<file path="config.mk">
export PLATFORM = sky130hd
export DESIGN_NAME = onoff_backpressure
export DESIGN_NICKNAME = d
export VERILOG_FILES = /design/src/rtl/onoff_pkg.sv /design/src/rtl/onoff_rx_watch.sv /design/src/rtl/onoff_sig_pipe.sv /design/src/rtl/onoff_tx_gate.sv /design/src/rtl/onoff_backpressure.sv
export SDC_FILE = /design/constraint.sdc
export NUM_CORES = 1
export LEC_CHECK = 0
export ABC_AREA = 1
export BUFFER_PORTS_ARGS = -buffer_cell sky130_fd_sc_hd__buf_4
export CORE_MARGIN = 10
export CORE_UTILIZATION = 56
export DETAILED_ROUTE_END_ITERATION = 10
export PLACE_DENSITY = 0.8
export RECOVER_POWER = 25
export SETUP_SLACK_MARGIN = 0.2
export SYNTH_ARGS = -nofsm -noshare
export SYNTH_HDL_FRONTEND = slang
export SYNTH_SLANG_ARGS = --single-unit
</file>
<file path="constraint.sdc">
create_clock -name clk -period 7.25 [get_ports clk]
set_input_delay 1.8125 -clock clk [delete_from_list [all_inputs] [get_ports clk]]
set_output_delay 1.8125 -clock clk [all_outputs]
set_load 0.005 [all_outputs]
</file>
<file path="src/rtl/onoff_pkg.sv">
package onoff_pkg;

    typedef enum logic {
        RX_FLOW = 1'b0,
        RX_HALT = 1'b1
    } rx_state_e;

    typedef enum logic {
        TX_GO   = 1'b0,
        TX_WAIT = 1'b1
    } tx_state_e;

    typedef struct packed {
        logic valid;
        logic on;
    } flow_msg_t;

endpackage

</file>
<file path="src/rtl/onoff_rx_watch.sv">
module onoff_rx_watch
    import onoff_pkg::*;
#(
    parameter int DEPTH  = 16,
    parameter int OFF_TH = 6,
    parameter int ON_TH  = 10,
    localparam int CW    = $clog2(DEPTH + 1)
) (
    input  logic          clk,
    input  logic          rst_n,
    input  logic          push_i,
    input  logic          pop_i,
    output logic [CW-1:0] free_o,
    output flow_msg_t     msg_o,
    output logic          overflow_o
);

    localparam logic [CW-1:0] FULL_FREE = CW'(DEPTH);
    localparam logic [CW-1:0] LOW_MARK  = CW'(OFF_TH);
    localparam logic [CW-1:0] HIGH_MARK = CW'(ON_TH);

    rx_state_e     state_q, state_d;
    logic [CW-1:0] free_d;
    logic          pop_ok, push_lost, push_ok;
    flow_msg_t     msg_d;

    // Count update: pops on an empty buffer are dropped, pushes into a full one are lost.
    always_comb begin
        pop_ok    = pop_i && (free_o != FULL_FREE);
        push_lost = push_i && (free_o == '0) && !pop_ok;
        push_ok   = push_i && !push_lost;
        free_d    = free_o + CW'(pop_ok) - CW'(push_ok);
    end

    // Next state and message: sent only on a transition.
    always_comb begin
        state_d = state_q;
        msg_d   = '0;
        unique case (state_q)
            RX_FLOW: if (free_d < LOW_MARK) begin
                state_d   = RX_HALT;
                msg_d.valid = 1'b1;
                msg_d.on    = 1'b0;
            end
            RX_HALT: if (free_d > HIGH_MARK) begin
                state_d   = RX_FLOW;
                msg_d.valid = 1'b1;
                msg_d.on    = 1'b1;
            end
            default: state_d = RX_FLOW;
        endcase
    end

    always_ff @(posedge clk) begin
        if (!rst_n) state_q <= RX_FLOW;
        else        state_q <= state_d;
    end

    always_ff @(posedge clk) begin
        if (!rst_n) begin
            free_o     <= FULL_FREE;
            msg_o      <= '0;
            overflow_o <= 1'b0;
        end else begin
            free_o     <= free_d;
            msg_o      <= msg_d;
            overflow_o <= overflow_o | push_lost;
        end
    end

    // the count never leaves its range
    p_free_bound_r2: assert property (@(posedge clk) disable iff (!rst_n)
        free_o <= FULL_FREE);
    // a stop message coincides with a count below the low mark
    p_off_below_r4: assert property (@(posedge clk) disable iff (!rst_n)
        (msg_o.valid && !msg_o.on) |-> (free_o < LOW_MARK));
    // a go message coincides with a count above the high mark
    p_on_above_r5: assert property (@(posedge clk) disable iff (!rst_n)
        (msg_o.valid && msg_o.on) |-> (free_o > HIGH_MARK));
    // never two messages back to back
    p_single_msg_r6: assert property (@(posedge clk) disable iff (!rst_n)
        msg_o.valid |=> !msg_o.valid);
    // the overflow flag is sticky
    p_overflow_sticky_r9: assert property (@(posedge clk) disable iff (!rst_n)
        overflow_o |=> overflow_o);
    // a pop on an empty buffer leaves the count at full
    p_empty_pop_r3: assert property (@(posedge clk) disable iff (!rst_n)
        (free_o == FULL_FREE && pop_i && !push_i) |=> (free_o == FULL_FREE));

endmodule

</file>
<file path="src/rtl/onoff_sig_pipe.sv">
module onoff_sig_pipe
    import onoff_pkg::*;
#(
    parameter int STAGES = 2
) (
    input  logic      clk,
    input  logic      rst_n,
    input  flow_msg_t msg_i,
    output flow_msg_t msg_o
);

    localparam int MW = $bits(flow_msg_t);

    if (STAGES == 1) begin : g_one
        flow_msg_t held_q;
        always_ff @(posedge clk) begin
            if (!rst_n) held_q <= '0;
            else        held_q <= msg_i;
        end
        assign msg_o = held_q;
    end else begin : g_chain
        logic [STAGES*MW-1:0] line_q;
        always_ff @(posedge clk) begin
            if (!rst_n) line_q <= '0;
            else        line_q <= {line_q[(STAGES-1)*MW-1:0], msg_i};
        end
        assign msg_o = line_q[STAGES*MW-1 -: MW];
    end

endmodule

</file>
<file path="src/rtl/onoff_tx_gate.sv">
module onoff_tx_gate
    import onoff_pkg::*;
(
    input  logic      clk,
    input  logic      rst_n,
    input  flow_msg_t msg_i,
    output logic      tx_enable_o
);

    tx_state_e state_q, state_d;

    always_comb begin
        state_d = state_q;
        unique case (state_q)
            TX_GO:   if (msg_i.valid && !msg_i.on) state_d = TX_WAIT;
            TX_WAIT: if (msg_i.valid &&  msg_i.on) state_d = TX_GO;
            default: state_d = TX_GO;
        endcase
    end

    always_ff @(posedge clk) begin
        if (!rst_n) state_q <= TX_GO;
        else        state_q <= state_d;
    end

    always_comb tx_enable_o = (state_q == TX_GO);

    // without an arriving message the permission holds
    p_gate_hold_r8: assert property (@(posedge clk) disable iff (!rst_n)
        !msg_i.valid |=> $stable(tx_enable_o));
    // an arriving stop closes the gate on the next edge
    p_gate_close_r7: assert property (@(posedge clk) disable iff (!rst_n)
        (msg_i.valid && !msg_i.on) |=> !tx_enable_o);

endmodule

</file>
<file path="src/rtl/onoff_backpressure.sv">
module onoff_backpressure
    import onoff_pkg::*;
#(
    parameter int DEPTH     = 16,
    parameter int OFF_TH    = 6,
    parameter int ON_TH     = 10,
    parameter int SIG_DELAY = 2,
    parameter int FLIT_LAT  = 1,
    localparam int CW       = $clog2(DEPTH + 1),
    localparam int RT       = SIG_DELAY + 1 + FLIT_LAT
) (
    input  logic          clk,
    input  logic          rst_n,
    input  logic          buf_push,
    input  logic          buf_pop,
    output logic [CW-1:0] free_slots,
    output logic          sig_valid,
    output logic          sig_on,
    output logic          tx_enable,
    output logic          overflow_err
);

    // mark ordering and in-flight margins are enforced at elaboration
    if (SIG_DELAY < 1 || ON_TH <= OFF_TH || (OFF_TH - 1) < RT
        || (DEPTH - ON_TH - 1) < RT) begin : g_bad_marks
        $error("onoff_backpressure: thresholds do not cover the round trip");
    end

    flow_msg_t rx_msg, far_msg;

    onoff_rx_watch #(
        .DEPTH  (DEPTH),
        .OFF_TH (OFF_TH),
        .ON_TH  (ON_TH)
    ) u_rx (
        .clk        (clk),
        .rst_n      (rst_n),
        .push_i     (buf_push),
        .pop_i      (buf_pop),
        .free_o     (free_slots),
        .msg_o      (rx_msg),
        .overflow_o (overflow_err)
    );

    onoff_sig_pipe #(
        .STAGES (SIG_DELAY)
    ) u_pipe (
        .clk   (clk),
        .rst_n (rst_n),
        .msg_i (rx_msg),
        .msg_o (far_msg)
    );

    onoff_tx_gate u_gate (
        .clk         (clk),
        .rst_n       (rst_n),
        .msg_i       (far_msg),
        .tx_enable_o (tx_enable)
    );

    assign sig_valid = rx_msg.valid;
    assign sig_on    = rx_msg.on;

endmodule

</file>
* After elaboration in Yosys (flattened, before gate mapping)
Cells that the tools add are included.
** Word-level totals
- Bits in registers :: 14
- Latch bits :: 0
- RAM bits :: 0
- Memory bits (read-only) :: 0
- Bits of input ports :: 4
- Output and inout bits :: 9
- Word-level logic and storage cells :: 34
- Memories :: 0
** Operators by class
- $add $sub $neg :: 2
- Multiply operators :: 0
- Div/mod/pow operators :: 0
- Order comparisons :: 2
- Eq/ne operators :: 1
- Shift-type cells :: 0
- Multiplexer cells :: 9
- Bitwise gates (word level) :: 3
- Reduce and logical (&&, ||, !) cells :: 10
** Operator list (number)
- $logic_and 1x1->1 :: 6
- $add 5x1->5 :: 1
- $gt 5x4->1 const B :: 1
- $logic_not 5->1 :: 1
- $lt 5x3->1 const B :: 1
- $ne 5x5->1 const B :: 1
- $sub 5x1->5 :: 1
- $mux 1 :: 4
- $mux 2 :: 2
- $pmux 1 s2 :: 2
- $pmux 2 s2 :: 1
- $logic_not 1->1 :: 3
- $not 1->1 :: 2
- $or 1x1->1 :: 1

* Depth between registers and ports, before layout
Gate-level depths: netlist of the first run.
- Word-level depth :: 10
- Depth in mapped cells :: 17

* Hierarchy
A second synthesis of the first run with hierarchy kept.
** Second synthesis, totals
- Cells, all modules :: 100
- Area total of the unflattened synthesis :: 730.7 um^2
** Modules (own cells, without submodules)
- onoff_rx_watch :: times used 1, cells each 80, area each 566.8 um^2, sequential area each 180.2 um^2
- onoff_sig_pipe :: times used 1, cells each 14, area each 125.1 um^2, sequential area each 80.1 um^2
- onoff_tx_gate :: times used 1, cells each 6, area each 38.8 um^2, sequential area each 20.0 um^2

* Least setup slack after synthesis of the first run
No wires, ideal clock.
- Path type :: input port to flip-flop
- From :: input port buf_pop
- To :: register u_rx.msg_o[1] (netlist bit)
- Library setup time :: 0.114 ns
- Arrival time :: 3.353 ns
- Required time :: 7.136 ns
- Setup slack :: 3.783 ns
- Stages on the path :: 14
- Cell sequence :: nor2_1 -> a21boi_0 -> ha_1 -> inv_1 -> ha_1 -> fa_1 -> inv_1 -> nand2_1 -> nand2_2 -> nand2_2 -> nand3_2 -> nand2_2 -> nand2_2 -> nand2_1
** On the way
- Longest elaborated chain between the ends :: 9
- Elaborated cells on any way between the ends :: 12
- Classes of those cells :: 2 x add/sub; 2 x order compare; 3 x mux; 5 x reduce/logical
** Ends and longest elaborated chain
- start: declaration :: RTL line onoff_backpressure.sv:15 : input logic buf_pop,
- $logic_and 1x1->1 * :: RTL line onoff_rx_watch.sv:29 : pop_ok = pop_i && (free_o != FULL_FREE);
- branches (longest 4 deep; another with $add 5x1->5)
- $sub 5x1->5 * :: RTL line onoff_rx_watch.sv:32 : free_d = free_o + CW'(pop_ok) - CW'(push_ok);
- $gt 5x4->1 or $lt 5x3->1 (tied branches) :: RTL line onoff_rx_watch.sv:45, onoff_rx_watch.sv:40
- $mux 2, on equally long branches :: RTL line onoff_rx_watch.sv:45, onoff_rx_watch.sv:40
- $pmux 2 s2 * :: RTL line onoff_rx_watch.sv:39 : unique case (state_q)
- end signal: assignment :: RTL line onoff_rx_watch.sv:66 : msg_o <= msg_d;
- end: declaration :: RTL line onoff_rx_watch.sv:14 : output flow_msg_t msg_o,
Mark *: on every way between the ends.
A chain may end at the register's enable or synchronous reset.

* Worst setup path after layout of the first run
Same ends and word-level chain as after synthesis.

==> key figures, run 1 <==
Detailed routing
  • DR top layer: met4
  • Number of vias per cell: 4.84
  • M1 WL: just over 600 um
  • Routed Antenna Nets: 0
  • Residual DRC: 0
  • Met3 WL: 141 um
  • Pre-antenna DRT Iters: 4
  • WL final: ~1500 um
  • DR vias: ~670
  • Met2 routed WL: roughly 750 um
  • DRT iter0 DRCs: 18
  • Routed len/inst: between 10 and 15 um

Setup path
  • Worst R2R Path Depth: 17
  • Setup CP Type: in2reg
  • Critical path startpoint category: input port
  • Worst-path fanout max: 3
  • Crit path DAT: between 3 and 4 ns
  • Setup crit start: buf_pop
  • Setup crit end kind: register
  • Critical path required time: approximately 7.4 ns
  • Worst R2R Start: u_rx.free_o[3]

Power and ir drop
  • Max VDD drop: between 0.2 and 0.3 mV
  • P_leak: 0.530 nW
  • Pwr Density: 474 nW/um2

Floorplanning
  • Die X: about 57 um
  • Die H: 57.1 um
  • Boundary Pins: 13
  • Die area: about 3300 um2
  • Core ar.: 1300 um2
  • Row Count: 13
  • Initial cell density of the core: 0.591

STA
  • RSZ-0062 raised after global routing: false
  • Final count of pins violating max slew: 0
  • Final WS setup: 3.79 ns
  • Sum Neg Setup Slack: 0 ns
  • Final hold vios: 0
  • Fmax: 289 MHz
  • Slew @ Worst Pin: approximately 0.37 ns
  • Setup violations, final: 0
  • Clock Skew: between 0.007 and 0.008 ns
  • Fin crit period: 3.46 ns
  • Worst slew margin: 0.755
  • Final critical-path share of the clock period: 0.477

Clock network
  • H-tree levels: 1
  • Hold buffers post-CTS: 0
  • Reg clk slew, reported paths: about 0.080 ns
  • Bufs on Longest Clock Path: 2
  • Post-CTS setup buffers: 0
  • Post-CTS Resized: 0
  • Clk sink count: 14
  • Clock latency on the worst-skew pair: between 0.2 and 0.3 ns
  • Root buffer cell: clkbuf_4
  • CTS tree: done
  • Total CTS buffers: 3

Global route
  • Pin count of the biggest net entering global routing: 10
  • Total global-route track usage: 0.0975
  • Number of global-route vias before repair: 610
  • First-pass GRT wire length: between 2000 and 3000 um
  • Antenna violations before repair: 0
  • Total grt overflow: 0

Logic synthesis
  • Syn. warnings: 0
  • Netlist cell types: 18
  • Post-Synthesis Net Count: around 120
  • Register bit total from synthesis: 14
  • Sequential share of the synthesized area: 0.364
  • Cells after Synth: around 110
  • Synth Area per Inst: between 7 and 8 um2
  • Syn Std Cell Area: between 700 and 800 um2

Placed design
  • Pre-CTS setup slack: roughly 3.5 ns
  • Post-DP HPWL: 1270 um
  • Placer Congestion: approximately 0.77
  • # port buffers: 12

Cells and area
  • Area Growth Syn to Fin: 17.7%
  • Layout cell share with drive strength beyond 1: 0.252
  • Ant diodes: 0
  • NumNets Final: roughly 140

Worst hold path
  • Hold path depth: 2
  • Worst hold path class: reg2reg
  • Worst Hold Launch: u_pipe.g_chain.line_q[0]

Status
  • Status: complete, no violations

Run
  • MaxCap Viol Count: 0
## state kept, by name, indices dropped and copies added (netlist names), named ones only
register and count:
u_rx.msg_o 2, u_rx.state_q 1, u_rx.free_o 5, u_rx.overflow_o 1, u_pipe.g_chain.line_q 4
## area by class of cell
| type | count | area [um2] |
|---|---|---|
| multi-input cells | 68 | 390 |
| clock buffers | 4 | 36.3 |
| repair buffers | 12 | 86.3 |
| flip-flops and latches | 14 | 280 |
| fillers | 119 | 395 |
| inverters | 25 | 93.8 |
| well taps | 15 | 18.8 |
## where the power goes
group / internal, W / switching, W / leakage (nW)
clock: 0.0000306 / 0.0000251 / 0.0210
sequential: 0.0000964 / 0.0000165 / 0.115
combinational: 0.000106 / 0.000154 / 0.394
total: 0.000233 / 0.000196 / 0.530
## cells in the mapped netlist
| library cell | count | area share |
|---|---|---|
| o21ai_0 | 1 | 0.0065 |
| inv_2 | 5 | 0.024 |
| nand2_2 | 6 | 0.049 |
| a21boi_0 | 1 | 0.0098 |
| inv_1 | 20 | 0.098 |
| nand3_2 | 3 | 0.039 |
| ha_1 | 6 | 0.098 |
| nand2_1 | 29 | 0.14 |
| dfxtp_1 | 14 | 0.36 |
| a31oi_1 | 1 | 0.0081 |
| nor2_1 | 6 | 0.029 |
| a21oi_2 | 1 | 0.011 |
| a21oi_1 | 3 | 0.020 |
| nor2_2 | 1 | 0.0081 |
| o21bai_1 | 1 | 0.0098 |
| fa_1 | 1 | 0.026 |
| nand3_1 | 8 | 0.052 |
| buf_2 | 1 | 0.0065 |
## path summary, 6_finish.rpt
check / slack (ns) / to
max: 3.79 / u_rx.msg_o[1]
min: 0.41 / u_pipe.g_chain.line_q[2]
max reg2reg: 4.69 / u_rx.msg_o[1]
min reg2reg: 0.41 / u_pipe.g_chain.line_q[2]
## metrics by stage
step / total power, W / cell area, um2 / std cells / hold WS (ns) / utilization
2_1_floorplan: 0.000313 / 769 / 108 / 0.387 / -
3_3_place_gp: 0.000369 / 873 / 134 / 0.393 / 0.671
3_5_place_dp: 0.000377 / 873 / 134 / 0.399 / 0.671
4_1_cts: 0.000435 / 910 / 138 / 0.404 / 0.699
5_1_grt: 0.000472 / 906 / 138 / 0.431 / 0.696
6_report: 0.000429 / 906 / 138 / 0.409 / 0.696
## cell families (layout without fill, tap and decap cells)
group,after synthesis,in the layout,share of synthesized area
simple gates,53,53,0.319
buf+inv,26,41,0.128
flops,14,14,0.364
compound gates,8,8,0.0650
fa+ha+maj,7,7,0.124
## critical path, stage by stage
cell,delay [ns]
buf_4,0.11
nor2_1,0.11
a21boi_0,0.11
ha_1,0.28
inv_1,0.04
ha_1,0.21
fa_1,0.45
inv_1,0.08
nand2_1,0.06
nand2_2,0.08
nand2_2,0.05
nand3_2,0.08
nand2_2,0.05
nand2_2,0.06
nand2_1,0.05
## layer usage
metal | up-vias | track usage
li1 | 355 | -
met1 | 292 | 0.0939
met2 | 19 | 0.169
met3 | 2 | 0.0531
met4 | 0 | 0.0403
met5 | - | 0
## layout by cell type, fill, tap and decap left out
| master | instances |
|---|---|
| clkbuf_1 | 1 |
| ha_1 | 6 |
| o21ai_0 | 1 |
| inv_1 | 20 |
| inv_2 | 5 |
| fa_1 | 1 |
| nand2_2 | 6 |
| nor2_1 | 6 |
| dfxtp_1 | 14 |
| a21boi_0 | 1 |
| nand3_1 | 8 |
| nand2_1 | 29 |
| a31oi_1 | 1 |
| a21oi_1 | 3 |
| buf_4 | 11 |
| clkbuf_4 | 3 |
| o21bai_1 | 1 |
| clkbuf_8 | 1 |
| nand3_2 | 3 |
| a21oi_2 | 1 |
| nor2_2 | 1 |
Note: power is estimated with default switching activity, not from simulation.
==> run 2, diff against run 1 <==
Settings changed: ABC_AREA 1 to 0, CORE_UTILIZATION 56 to 51, PLACE_DENSITY 0.8 to 0.74.
Clock period 7.25 ns to 3.4 ns, I/O delays scaled along.
==> key figures, run 2 <==
Detailed routing
  • Routed Antenna Nets: 0 (unchanged)
  • Residual DRC: 0 (unchanged)
  • Met3 WL: 114 um (-19%)
  • M1 WL: 609 um (+0.66%)
  • WL final: 1350 um (-11%)
  • DRT iter0 DRCs: 8 (-10)
  • Number of vias per cell: 5.09 (+5.2%)
  • DR top layer: met3
  • Pre-antenna DRT Iters: 2 (-2)
  • DR vias: 545 (-18%)
  • Met2 routed WL: 629 um (-16%)
  • Routed len/inst: 12.6 um (+15%)

Setup path
  • Setup crit end kind: register
  • Critical path required time: 3.61 ns (-3.82 ns)
  • Worst R2R Path Depth: 12 (-5)
  • Critical path startpoint category: input port
  • Setup CP Type: in2reg
  • Crit path DAT: 3.36 ns (-0.28 ns)
  • Worst-path fanout max: 3 (unchanged)

Clock network
  • Total CTS buffers: 3 (unchanged)
  • Root buffer cell: clkbuf_4
  • H-tree levels: 1 (unchanged)
  • CTS tree: done
  • Bufs on Longest Clock Path: 2 (unchanged)
  • Hold buffers post-CTS: 0 (unchanged)
  • Reg clk slew, reported paths: 0.08 ns (about the same)
  • Clk sink count: 14 (unchanged)
  • Clock latency on the worst-skew pair: 0.27 ns (about the same)

Logic synthesis
  • Yosys top cell area share: 0.400 (+0.0358)
  • Synth Area per Inst: 9.60 um2 (+35%)
  • Post-Synthesis Net Count: 84 (-29%)
  • Synth area leaders: dfxtp_1, ha_1, inv_1
  • Top-count cell post-synth: dfxtp_1
  • Syn. warnings: 0 (unchanged)
  • Top cell type by total area after synthesis: dfxtp_1
  • Netlist cell types: 30 (+12)
  • Cells after Synth: 73 (-32%)
  • EDFF count, synth: 0 (unchanged)
  • Sequential share of the synthesized area: 0.400 (+0.0358)
  • Synth async-reset ratio: 0 (unchanged)
  • Syn Std Cell Area: 701 um2 (-8.9%)
  • Register bit total from synthesis: 14 (unchanged)
  • Synth Flop Type: dfxtp_1
  • Synth cell count leaders: dfxtp_1, inv_1, and2_1, ha_1, nor2_1

STA
  • Fmax: about 320 MHz
  • Final hold vios: 0 (unchanged)
  • Final count of pins violating max slew: 0 (unchanged)
  • RSZ-0062 raised after global routing: true
  • Setup violations, final: 0 (unchanged)
  • Fin crit period: ~3.2 ns
  • Final critical-path share of the clock period: 0.927
  • Slew @ Worst Pin: 0.459 ns (+0.0916 ns)
  • Clock Skew: 0.000621 ns (-0.00732 ns)
  • Worst slew margin: 0.692 (-0.0637)
  • Fin Hold WS: 0.410 ns (+0.00170 ns)

Power and ir drop
  • P_leak: 0.410 nW (-23%)
  • Int Power: 0.000564 W (+140%)
  • Clock share of power: 0.125 (-0.005)
  • Sw frac: 0.387 (-0.0700)
  • Logic pwr share: 0.621 (+0.014)
  • Pwr Density: 1030 nW/um2 (+120%)
  • Register share of total power: 0.254 (-0.009)
  • Max VDD drop: 0.549 mV (+120%)
  • P_sw: 0.000356 W (+81%)

Global route
  • Pin count of the biggest net entering global routing: 11 (+1)
  • Number of global-route vias before repair: 525 (-14%)
  • First-pass GRT wire length: 2370 um (-6.8%)
  • Total grt overflow: 0 (unchanged)
  • Antenna violations before repair: 0 (unchanged)
  • Total global-route track usage: 0.0918 (-0.00568)

Cells and area
  • Largest register FFs: 5 (unchanged)
  • Finished Cell Area: 891 um2 (-1.7%)
  • Layout cell share with drive strength beyond 1: 0.315 (+0.0632)
  • Commonest cells after routing, fill and taps aside: buf_4, dfxtp_1, inv_1
  • Biggest regs: u_rx.free_o (5), u_pipe.g_chain.line_q (4), u_rx.msg_o (2)
  • NumNets Final: 104 (-23%)
  • Ant diodes: 0 (unchanged)
  • Most common cell after layout, fill and taps aside: buf_4
  • Top reg by flops: u_rx.free_o
  • Area Growth Syn to Fin: 27.1%

Floorplanning
  • Core ar.: 1300 um2 (unchanged)
  • Die X: 57.1 um (about the same)
  • Die H: 57.1 um (about the same)
  • Initial cell density of the core: 0.538 (-0.0529)
  • Row Count: 13 (unchanged)
  • Boundary Pins: 13 (unchanged)
  • Die area: 3260 um2 (about the same)

Status
  • Status: complete, no violations

Run
  • MaxCap Viol Count: 0 (unchanged)

Placed design
  • Dpl cell area: 843 um2 (-3.4%)
  • Post-DP HPWL: 1150 um (-9.5%)
  • Placer Congestion: 0.787 (+2.7%)
  • # port buffers: 12 (unchanged)

Worst hold path
  • Worst hold path class: reg2reg
  • Hold path depth: 1 (-1)
==> run 2: final cells by class <==
cell class,instances,area (um2)
Fill cell,109,410
Sequential cell,14,280
Clock buffer,4,36.3
Multi-Input combinational cell,47,398
Inverter,11,41.3
Tap cell,15,18.8
Timing Repair Buffer,16,116
==> run 2: routing by layer <==
metal | GRT usage | up-vias
li1 | - | 286
met1 | 0.100 | 246
met2 | 0.138 | 13
met3 | 0.0642 | 0
met4 | 0.0302 | 0
met5 | 0 | -
==> run 2: stage by stage <==
step	setup WS, ns	std cells	TNS [ns]	utilization	power (W)
6_report	0.249	107	0	0.685	0.000919
5_1_grt	0.173	107	0	0.685	0.00101
4_1_cts	0.212	106	0	0.676	0.000906
3_5_place_dp	-0.0808	102	-0.138	0.648	0.000785
3_3_place_gp	0.00304	102	0	0.648	0.000768
2_1_floorplan	0.189	73	0	-	0.000612
==> run 2: path summary, 6_finish.rpt <==
check	start	end	slack (ns)
worst min-delay path	u_pipe.g_chain.line_q[2]	register	0.41
worst max register to register	u_rx.free_o[2]	u_rx.state_q	0.41
worst max-delay path	buf_pop	u_rx.state_q	0.25
worst min register to register	u_pipe.g_chain.line_q[2]	register	0.41
==> run 2: power by group through the flow <==
stage | registers, W | clock network, W | logic, W
floorplan | 0.000234 | 0 | 0.000377
global placement | 0.000236 | 0 | 0.000532
detailed placement | 0.000237 | 0 | 0.000548
CTS | 0.000233 | 0.000122 | 0.000551
global route | 0.000241 | 0.000136 | 0.000633
finish | 0.000233 | 0.000115 | 0.000571
==> run 2: cells by family (layout without fill, tap and decap cells) <==
logic type                 after synthesis  count (layout)  synth area share
and+or+nand+nor                         23              23             0.196
DFF                                     14              14             0.400
adders and majority gates                7               7             0.136
buffers and inverters                   12              31            0.0643
AOI/OAI and AO/OA                       15              15             0.179
xor gates and xnor gates                 2               2            0.0250
==> run 2: what timing repair did <==
action	in CTS	in global routing
setup endpoints to repair	0	2
gates resized for setup	0	2
buffers inserted	0	1
==> run 2: worst max-delay path: stages <==
cell and delay (ns):
buf_4 0.12, nor2_2 0.07, and4_1 0.20, nor2b_1 0.05
ha_1 0.26, inv_1 0.06, ha_4 0.16, fa_2 0.35
and3b_1 0.19, or4_4 0.50, a2111o_1 0.42, o2bb2ai_2 0.12
